`src/rtl/epp_resp_pkg.sv`:
```
package epp_resp_pkg;

    typedef enum logic {
        ST_IDLE = 1'b0,
        ST_ACK  = 1'b1
    } hs_state_e;

    typedef struct packed {
        logic is_addr;
        logic is_read;
    } xfer_kind_t;

    // Address strobe takes priority when both edges land together.
    function automatic xfer_kind_t classify(input logic addr_edge, input logic wr_line_n);
        xfer_kind_t k;
        k.is_addr = addr_edge;
        k.is_read = wr_line_n;
        return k;
    endfunction

    function automatic logic is_data_read(input xfer_kind_t k);
        return k.is_read & ~k.is_addr;
    endfunction

endpackage

```
`src/rtl/epp_sync.sv`:
```
module epp_sync #(
    parameter int              WIDTH     = 3,
    parameter int              STAGES    = 2,
    parameter logic [WIDTH-1:0] RESET_VAL = '1
) (
    input  logic             clk,
    input  logic             rst,
    input  logic [WIDTH-1:0] d,
    output logic [WIDTH-1:0] q
);
    logic [WIDTH-1:0] chain [STAGES];

    genvar g;
    generate
        for (g = 0; g < STAGES; g++) begin : g_stage
            always_ff @(posedge clk) begin
                if (rst) begin
                    chain[g] <= RESET_VAL;
                end else if (g == 0) begin
                    chain[g] <= d;
                end else begin
                    chain[g] <= chain[(g == 0) ? 0 : g - 1];
                end
            end
        end
    endgenerate

    assign q = chain[STAGES-1];
endmodule

```
`src/rtl/epp_hs_fsm.sv`:
```
module epp_hs_fsm
    import epp_resp_pkg::*;
(
    input  logic       clk,
    input  logic       rst,
    input  logic       astb_s,
    input  logic       dstb_s,
    input  logic       wr_s,
    input  logic       raw_strobe_low,
    output logic       wait_n,
    output logic       start,
    output xfer_kind_t start_kind,
    output logic       done,
    output xfer_kind_t cur_kind,
    output logic       oe
);
    hs_state_e  state;
    logic       astb_prev, dstb_prev;
    logic       fall_a, fall_d, release_c;
    xfer_kind_t kind_q;
    logic       oe_q;

    assign fall_a     = astb_prev & ~astb_s;
    assign fall_d     = dstb_prev & ~dstb_s;
    assign start      = (state == ST_IDLE) & (fall_a | fall_d);
    assign start_kind = classify(fall_a, wr_s);
    assign release_c  = (state == ST_ACK) & astb_s & dstb_s;
    assign done       = release_c;
    assign cur_kind   = kind_q;
    assign wait_n     = (state == ST_ACK);
    assign oe         = oe_q;

    always_ff @(posedge clk) begin
        if (rst) begin
            state     <= ST_IDLE;
            astb_prev <= 1'b1;
            dstb_prev <= 1'b1;
            kind_q    <= '0;
            oe_q      <= 1'b0;
        end else begin
            astb_prev <= astb_s;
            dstb_prev <= dstb_s;
            if (start) begin
                state  <= ST_ACK;
                kind_q <= start_kind;
            end else if (release_c) begin
                state  <= ST_IDLE;
            end
            oe_q <= raw_strobe_low &
                    ((start & start_kind.is_read) |
                     ((state == ST_ACK) & ~release_c & kind_q.is_read));
        end
    end

    // acknowledge only follows a synchronised active strobe
    a_r2_ack_after_strobe: assert property (@(posedge clk) disable iff (rst)
        $rose(wait_n) |-> $past(~astb_s | ~dstb_s));

    // ready only returns once both strobes are seen released
    a_r3_ready_after_release: assert property (@(posedge clk) disable iff (rst)
        $fell(wait_n) |-> $past(astb_s & dstb_s));
endmodule

```
`src/rtl/epp_regs.sv`:
```
module epp_regs
    import epp_resp_pkg::*;
#(
    parameter int DATA_W = 8,
    parameter int GPO_W  = 3
) (
    input  logic              clk,
    input  logic              rst,
    input  logic              start,
    input  xfer_kind_t        start_kind,
    input  logic              done,
    input  xfer_kind_t        done_kind,
    input  logic [DATA_W-1:0] bus_in,
    input  logic [DATA_W-1:0] loc_rd_data,
    input  logic              irq_set,
    input  logic              gpo_we,
    input  logic [GPO_W-1:0]  gpo_din,
    output logic [DATA_W-1:0] addr_q,
    output logic [DATA_W-1:0] rd_byte,
    output logic              wr_valid,
    output logic [DATA_W-1:0] wr_data,
    output logic              irq,
    output logic [GPO_W-1:0]  gpo
);
    logic data_rd_done;
    assign data_rd_done = done & is_data_read(done_kind);

    always_ff @(posedge clk) begin
        if (rst) begin
            addr_q   <= '0;
            rd_byte  <= '0;
            wr_valid <= 1'b0;
            wr_data  <= '0;
            irq      <= 1'b0;
            gpo      <= '0;
        end else begin
            wr_valid <= 1'b0;
            if (start & ~start_kind.is_read) begin
                if (start_kind.is_addr) begin
                    addr_q <= bus_in;
                end else begin
                    wr_valid <= 1'b1;
                    wr_data  <= bus_in;
                end
            end
            if (start & is_data_read(start_kind)) begin
                rd_byte <= loc_rd_data;
            end
            if (irq_set) begin
                irq <= 1'b1;
            end else if (data_rd_done) begin
                irq <= 1'b0;
            end
            if (gpo_we) begin
                gpo <= gpo_din;
            end
        end
    end

    // request drops only at the end of a data read
    a_r9_irq_clear_on_read: assert property (@(posedge clk) disable iff (rst)
        $fell(irq) |-> $past(data_rd_done));

    // write pulse is a single clock
    a_r5_single_pulse: assert property (@(posedge clk) disable iff (rst)
        wr_valid |=> !wr_valid);
endmodule

```
`src/rtl/epp_responder.sv`:
```
module epp_responder
    import epp_resp_pkg::*;
#(
    parameter int DATA_W      = 8,
    parameter int GPO_W       = 3,
    parameter int SYNC_STAGES = 2
) (
    input  logic              clk,
    input  logic              rst,
    input  logic              host_astb_n,
    input  logic              host_dstb_n,
    input  logic              host_wr_n,
    output logic              host_wait_n,
    input  logic [DATA_W-1:0] bus_in,
    output logic [DATA_W-1:0] bus_out,
    output logic              bus_oe,
    output logic              host_irq,
    output logic [GPO_W-1:0]  host_status,
    output logic              loc_wr_valid,
    output logic [DATA_W-1:0] loc_wr_data,
    input  logic [DATA_W-1:0] loc_rd_data,
    output logic [DATA_W-1:0] loc_addr,
    input  logic              loc_irq_set,
    input  logic              loc_gpo_we,
    input  logic [GPO_W-1:0]  loc_gpo_din
);
    localparam int NCTRL = 3;

    logic [NCTRL-1:0] ctrl_s;
    logic             start, done;
    xfer_kind_t       start_kind, cur_kind;
    logic [DATA_W-1:0] addr_q, rd_byte;

    epp_sync #(
        .WIDTH    (NCTRL),
        .STAGES   (SYNC_STAGES),
        .RESET_VAL('1)
    ) u_sync (
        .clk (clk),
        .rst (rst),
        .d   ({host_astb_n, host_dstb_n, host_wr_n}),
        .q   (ctrl_s)
    );

    epp_hs_fsm u_fsm (
        .clk            (clk),
        .rst            (rst),
        .astb_s         (ctrl_s[2]),
        .dstb_s         (ctrl_s[1]),
        .wr_s           (ctrl_s[0]),
        .raw_strobe_low (~host_astb_n | ~host_dstb_n),
        .wait_n         (host_wait_n),
        .start          (start),
        .start_kind     (start_kind),
        .done           (done),
        .cur_kind       (cur_kind),
        .oe             (bus_oe)
    );

    epp_regs #(
        .DATA_W (DATA_W),
        .GPO_W  (GPO_W)
    ) u_regs (
        .clk         (clk),
        .rst         (rst),
        .start       (start),
        .start_kind  (start_kind),
        .done        (done),
        .done_kind   (cur_kind),
        .bus_in      (bus_in),
        .loc_rd_data (loc_rd_data),
        .irq_set     (loc_irq_set),
        .gpo_we      (loc_gpo_we),
        .gpo_din     (loc_gpo_din),
        .addr_q      (addr_q),
        .rd_byte     (rd_byte),
        .wr_valid    (loc_wr_valid),
        .wr_data     (loc_wr_data),
        .irq         (host_irq),
        .gpo         (host_status)
    );

    assign bus_out  = cur_kind.is_addr ? addr_q : rd_byte;
    assign loc_addr = addr_q;

    // the bus is only driven inside an acknowledged cycle
    a_r8_oe_inside_ack: assert property (@(posedge clk) disable iff (rst)
        bus_oe |-> host_wait_n);

    // local write pulse coincides with the acknowledge
    a_r5_pulse_inside_ack: assert property (@(posedge clk) disable iff (rst)
        loc_wr_valid |-> host_wait_n);
endmodule

```
`config.mk`:
```
export PLATFORM = sky130hd
export DESIGN_NAME = epp_responder
export DESIGN_NICKNAME = d
export VERILOG_FILES = /design/src/rtl/epp_resp_pkg.sv /design/src/rtl/epp_sync.sv /design/src/rtl/epp_hs_fsm.sv /design/src/rtl/epp_regs.sv /design/src/rtl/epp_responder.sv
export SDC_FILE = /design/constraint.sdc
export NUM_CORES = 1
export LEC_CHECK = 0
export BUFFER_PORTS_ARGS = -buffer_cell sky130_fd_sc_hd__buf_2
export CORE_MARGIN = 5
export CORE_UTILIZATION = 40
export CTS_CLUSTER_DIAMETER = 50
export DETAILED_ROUTE_END_ITERATION = 10
export PLACE_DENSITY_LB_ADDON = 0.05
export SLEW_MARGIN = 20
export SYNTH_ARGS = -nofsm -noshare
export SYNTH_HDL_FRONTEND = slang
export SYNTH_SLANG_ARGS = --single-unit
```
`constraint.sdc`:
```
create_clock -name clk -period 3.9 [get_ports clk]
set_input_delay 0.585 -clock clk [delete_from_list [all_inputs] [get_ports clk]]
set_output_delay 0.585 -clock clk [all_outputs]
set_load 0.02 [all_outputs]
```
==> results of run 1 <==
[layout by cell type, fill, tap and decap left out, drive strengths merged, types with 3 or more instances in the layout]
master,n
nor2b,3
nor2,4
a31o,8
mux2i,11
nand2,36
inv,3
nor4,8
buf,56
nand2b,8
a21oi,11
dfxtp,41
clkbuf,8
or2,8
mux2,8
[metrics by stage]
step                      worst slack (ps)  std cells  instance area (um2)
after floorplan                       2290        173                 1630
after global placement                1960        267                 1920
after detailed placement              1850        267                 1920
after CTS                             1810        275                 2000
after global routing                  1720        275                 2000
final                                 1850        275                 2000
[routing by layer]
layer / track usage / vias up / part of all wire
li1: - / 696 / -
met1: 0.176 / 637 / 0.43
met2: 0.233 / 44 / 0.48
met3: 0.0616 / 2 / 0.086
met4: 0.0483 / 0 / 0.0049
met5: 0 / - / 0
[kinds of logic (layout without fill, tap and decap cells)]
family	after synthesis	in the layout	share of synthesized area
AND/OR/NAND/NOR	74	74	0.236
flip-flops	41	41	0.505
AO/OA/AOI/OAI	24	24	0.0978
multiplexers	19	19	0.123
buffers and inverters	15	67	0.0385
[report_power, final]
part,internal (mW),switching (mW),total (mW)
sequential,0.431,0.0101,0.441
combinational,0.0309,0.0396,0.0705
clock,0.127,0.132,0.259
[worst paths after layout]
kind                                                     from                             end  slack [ps]
worst max-delay path                u_fsm.wait_n$_SDFFE_PP0P_  u_regs.rd_byte[2]$_SDFFE_PP0P_        1850
worst min-delay path            u_sync.chain[0][0]$_SDFF_PP1_   u_sync.chain[1][0]$_SDFF_PP1_         410
worst max register to register      u_fsm.wait_n$_SDFFE_PP0P_  u_regs.rd_byte[2]$_SDFFE_PP0P_        1850
worst min register to register  u_sync.chain[0][0]$_SDFF_PP1_   u_sync.chain[1][0]$_SDFF_PP1_         410
[critical path: stages (launching register included)]
cell and delay (ps):
dfxtp_1 390, or3b_1 560, nor3b_2 730, mux2i_1 290
[flip-flops by register name (all words and copies together) (netlist names)]
signal / cells
u_regs.addr_q: 8
u_regs.wr_data: 8
u_regs.wr_valid: 1
u_regs.gpo: 3
u_fsm.dstb_prev: 1
u_fsm.astb_prev: 1
u_fsm.wait_n: 1
u_regs.irq: 1
u_fsm.oe: 1
u_sync.chain: 6
u_regs.rd_byte: 8
u_fsm.cur_kind: 2
[layout make-up]
type,instances,share of cell area
sequential,41,0.411
clock buffer,8,0.0401
multi-input combinational,117,0.372
tap,50,0.0313
inverter,3,0.00564
timing repair buffer,56,0.140
==> results.py, run 1 <==
metrics = {
    "detailed_routing": {
        "drc_errors": 0,
        "vias": 1379,
        "dr.pass1.iters": 4,
        "wire_per_inst_um": 14.0,
        "wl_um": 3860,
        "drtAntennaViolNets": 0,
        "drt_iter0_markers": 118,
        "viasPerCell": 5.01,
    },
    "sta": {
        "hold_violations": 0,
        "setup_tns_ps": 0,
        "period_share": 0.525,
        "whs_ps": 414,
        "tightest_slew_ps": 828,
        "setup_viol": 0,
        "slew_viol_final": 0,
        "layout_min_cycle_time_ps": 2050,
        "relSlewSlack": 0.446,
        "rsz0062_at_grt": "no",
        "fmax_mhz": 488,
        "fin_worst_skew_ps": 4.72,
    },
    "yosys": {
        "yosys.area.top_type": "dfxtp_1",
        "yosysMostFrequentCell": "dfxtp_1",
        "synthCells": 173,
        "synth_common_cells": "dfxtp_1 (41), nand2_1 (36), a21oi_1 (11), mux2i_1 (11), clkbuf_1 (9)",
        "synth-edff-count": 0,
        "synthArstFlopShare": 0,
        "syn_nets": 199,
        "ys_warn_count": 0,
        "synthTopCellsByArea": "dfxtp_1 (51%), nand2_1 (8.3%), mux2i_1 (6.8%), mux2_2 (5.5%), a31o_1 (4.3%)",
        "syn_avg_cell_area_um2": 9.39,
        "synth_cell_types": 26,
        "synthFlopType": "dfxtp_1",
        "yosys.area.top_type_share": 0.505,
        "syn_area_mm2": 0.00163,
        "synth_seq_cells": 41,
        "ys_seq_area_frac": 0.505,
    },
    "clocking": {
        "cts_root_buf": "clkbuf_8",
        "postCtsSetupBuffers": 0,
        "cts_buffers": 5,
        "clk_path_buf_depth": 2,
        "clock_latency_ps": 290,
        "cts.sinks": 41,
        "cts_resized": 0,
        "cts.clk_slew.worst_paths_ps": 70,
        "cts_tree": "built",
        "htree_levels": 2,
        "hold_buffers": 0,
    },
    "place": {
        "dp_hpwl_um": 2910,
        "gp_congestion": 0.749,
        "port_buffers": 56,
    },
    "global_route": {
        "grt_first_pass_wirelength_um": 6070,
        "grt_pass1_vias": 1344,
        "antenna_found_initial": 0,
        "grt_start_max_net_pins": 35,
        "gr-total-overflow": 0,
        "grt_usage": 0.146,
    },
    "die": {
        "core-area_mm2": 0.00397,
        "row_count": 23,
        "io_pins": 57,
        "initial_core_util": 0.409,
        "dieArea_mm2": 0.00544,
        "die_w_um": 73.7,
        "die_h_um": 73.7,
    },
    "power": {
        "design_power_total_uw": 771,
        "p_per_area_mw_per_mm2": 386,
        "cellLeakagePower_nw": 0.878,
        "ir_drop_mv": 0.188,
    },
    "finish": {
        "n_fill_cell": 390,
        "nNetsFinal": 250,
        "area.sequential_um2": 821,
        "multi_input_area_um2": 742,
        "diodes": 0,
        "post-route-util": 0.503,
        "drive_above_1_share": 0.356,
        "syn_to_final_growth_pct": 22.9,
    },
    "setup_path": {
        "cp_data_required_time_ps": 4100,
        "end_kind": "flop",
        "cp_max_fo": 11,
        "cp-start-kind": "flop",
        "crit_arrival_ps": 2250,
        "reg2reg_depth": 3,
        "path_class": "flop to flop",
    },
    "job": {
        "maxCapViolations": 0,
    },
    "min_path": {
        "hp-class": "flop to flop",
        "worstHoldPathCells": 1,
    },
    "status": {
        "status": "finished clean",
    },
}
Note: power is estimated with default switching activity, not from simulation.
==> run 2: changes to the inputs <==
==> constraint.sdc (replaced) <==
create_clock -name clk -period 1.7 [get_ports clk]
set_input_delay 0.255 -clock clk [delete_from_list [all_inputs] [get_ports clk]]
set_output_delay 0.255 -clock clk [all_outputs]
set_load 0.02 [all_outputs]
==> run 2 against run 1 <==
Compared with the run above: sequential cell count stayed put; maximum frequency increased by 27%; first-iteration DRC count is 37% lower; final cell count up 2.9%; core utilization is 2.6 points higher; register-to-register slack got worse by 1800 ps; worst hold slack got worse by 270 ps; non-clock buffer count is 8 higher; total power increased to 2.6 times the previous value; sequential share of layout area down 2.0 points; clock power rose to 3.1 times the previous value; via count up 1.4%; largest cell class unchanged; largest power group unchanged.
==> results.py, run 2 (synthesis gave the netlist of run 1 again) <==
metrics = {
    "status": {
        "status": "finished clean",
    },
    "finish": {
        "syn_to_final_growth_pct": 29.3,
        "final_common_cell": "buf_2",
        "area.sequential_um2": 822,
        "multi_input_area_um2": 746,
        "post-route-util": 0.529,
        "n_fill_cell": 383,
        "design_area_mm2": 0.00210,
        "layout_common_cells": "buf_2 (56), dfxtp_1 (40), nand2_1 (36), a21oi_1 (11), mux2i_1 (10)",
        "nNetsFinal": 258,
        "diodes": 0,
        "top_regs": "u_regs.addr_q (8), u_regs.rd_byte (8), u_regs.wr_data (8)",
        "fin_cells": 283,
        "drive_above_1_share": 0.395,
    },
    "clocking": {
        "cts_buffers": 5,
        "htree_levels": 2,
        "cts_tree": "built",
        "cts.sinks": 41,
        "cts_root_buf": "clkbuf_8",
        "cts.clk_slew.worst_paths_ps": 70,
        "clk_path_buf_depth": 2,
        "hold_buffers": 0,
        "clock_latency_ps": 290,
    },
    "global_route": {
        "met1_usage": 0.183,
        "met3_usage": 0.0534,
        "grt_start_max_net_pins": 19,
        "gr-total-overflow": 0,
        "grt_first_pass_wirelength_um": 6310,
        "grt_usage": 0.152,
        "grt_pass1_vias": 1494,
        "use_met2": 0.235,
        "grt.busiest_layer": "met2",
        "antenna_found_initial": 0,
    },
    "detailed_routing": {
        "drt_iter0_markers": 74,
        "viasPerCell": 4.94,
        "vias": 1398,
        "drtAntennaViolNets": 0,
        "drc_errors": 0,
        "wl_um": 3920,
        "wire_per_inst_um": 13.8,
        "dr.pass1.iters": 4,
    },
    "setup_path": {
        "critical_path.cell_chain": "or3b_1 > buf_4 > nor3b_2 > buf_6 > mux2i_1",
        "cp_max_fo": 10,
        "critical_path.top_delay_family": "simple AND/OR/NAND/NOR gates",
        "max_stage_delay_ps": 390,
        "end_kind": "flop",
        "cp_data_required_time_ps": 1910,
        "path_class": "flop to flop",
        "crit_arrival_ps": 1830,
        "critPathSlowestCell": "or3b_1",
        "cp-start-kind": "flop",
        "cp_num_buf_inv": 2,
    },
    "die": {
        "die_h_um": 73.7,
        "initial_core_util": 0.409,
        "core-area_mm2": 0.00397,
        "row_count": 23,
        "dieArea_mm2": 0.00544,
        "die_w_um": 73.7,
        "io_pins": 57,
    },
    "sta": {
        "setup_viol": 0,
        "layout_setup_ws_ps": 82.3,
        "rsz0062_at_grt": "yes",
        "fmax_mhz": 618,
        "relSlewSlack": 0.726,
        "slew_viol_final": 0,
        "layout_min_cycle_time_ps": 1620,
        "hold_violations": 0,
        "whs_ps": 142,
        "fin_worst_skew_ps": 2.86,
        "setup_tns_ps": 0,
        "tightest_slew_ps": 410,
        "period_share": 0.952,
    },
    "power": {
        "seqPwrFrac": 0.506,
        "ir_drop_mv": 0.450,
        "design_power_total_mw": 1.99,
        "p_int_mw": 1.55,
        "power.switching_uw": 443,
        "combinationalPowerShare": 0.091,
        "p_clk_frac": 0.404,
        "p_per_area_mw_per_mm2": 947,
        "cellLeakagePower_nw": 0.940,
        "switching_share": 0.222,
    },
    "place": {
        "post-place-cells": 275,
        "pre_cts_slack_ps": 112,
        "gp_congestion": 0.751,
        "placedInstanceArea_mm2": 0.00198,
        "port_buffers": 56,
        "dp_hpwl_um": 3000,
    },
    "job": {
        "maxCapViolations": 0,
    },
    "min_path": {
        "hp-class": "input pin to flop",
    },
}
==> run 2: cell types whose count changed in the layout (fill, tap and decap cells not counted), sizes merged <==
cell | previous run | this run
clkbuf | 8 | 7
bufinv | 0 | 1
buf | 56 | 64
==> run 2: power by group through the flow <==
stage               Sequential [mW]  Combinational, mW  Clock [mW]
detailed placement             1.03              0.180           0
floorplan                      1.04             0.0950           0
global placement               1.03              0.175           0
CTS                            1.01              0.181       0.827
global route                   1.01              0.198       0.869
finish                         1.01              0.180       0.804
==> run 2: final cells by class <==
class	count	share of cell area
Clock buffer	7	0.0411
Clock inverter	1	0.0143
Inverter	3	0.00536
Multi-Input combinational cell	117	0.355
Sequential cell	41	0.391
Tap cell	50	0.0298
Timing Repair Buffer	64	0.164
==> run 2: worst paths after layout <==
kind	startpoint	endpoint	slack, ps	depth (start not counted)
worst max register to register	u_sync.chain[1][1]$_SDFF_PP1_	u_regs.rd_byte[6]$_SDFFE_PP0P_	80	5
worst max-delay path	u_sync.chain[1][1]$_SDFF_PP1_	u_regs.rd_byte[6]$_SDFFE_PP0P_	80	5
worst min register to register	u_sync.chain[0][2]$_SDFF_PP1_	u_sync.chain[1][2]$_SDFF_PP1_	410	1
worst min-delay path	host_wr_n	u_sync.chain[0][0]$_SDFF_PP1_	140	2
==> run 2: per-layer routing <==
layer	vias to the layer above	routed length [um]
li1	706	-
met1	637	1700
met2	45	1830
met3	10	309
met4	0	77
met5	-	0
==> run 2: what timing repair did <==
action	in CTS	in global routing
setup buffers	0	0
gates resized for setup	1	2
gates cloned	0	0
setup endpoints to repair	8	4
==> run 2: worst register-to-register path, stage by stage (launching register included) <==
cell and delay [ps]:
dfxtp_1 360, or3b_1 390, buf_4 190, nor3b_2 190, buf_6 190, mux2i_1 230
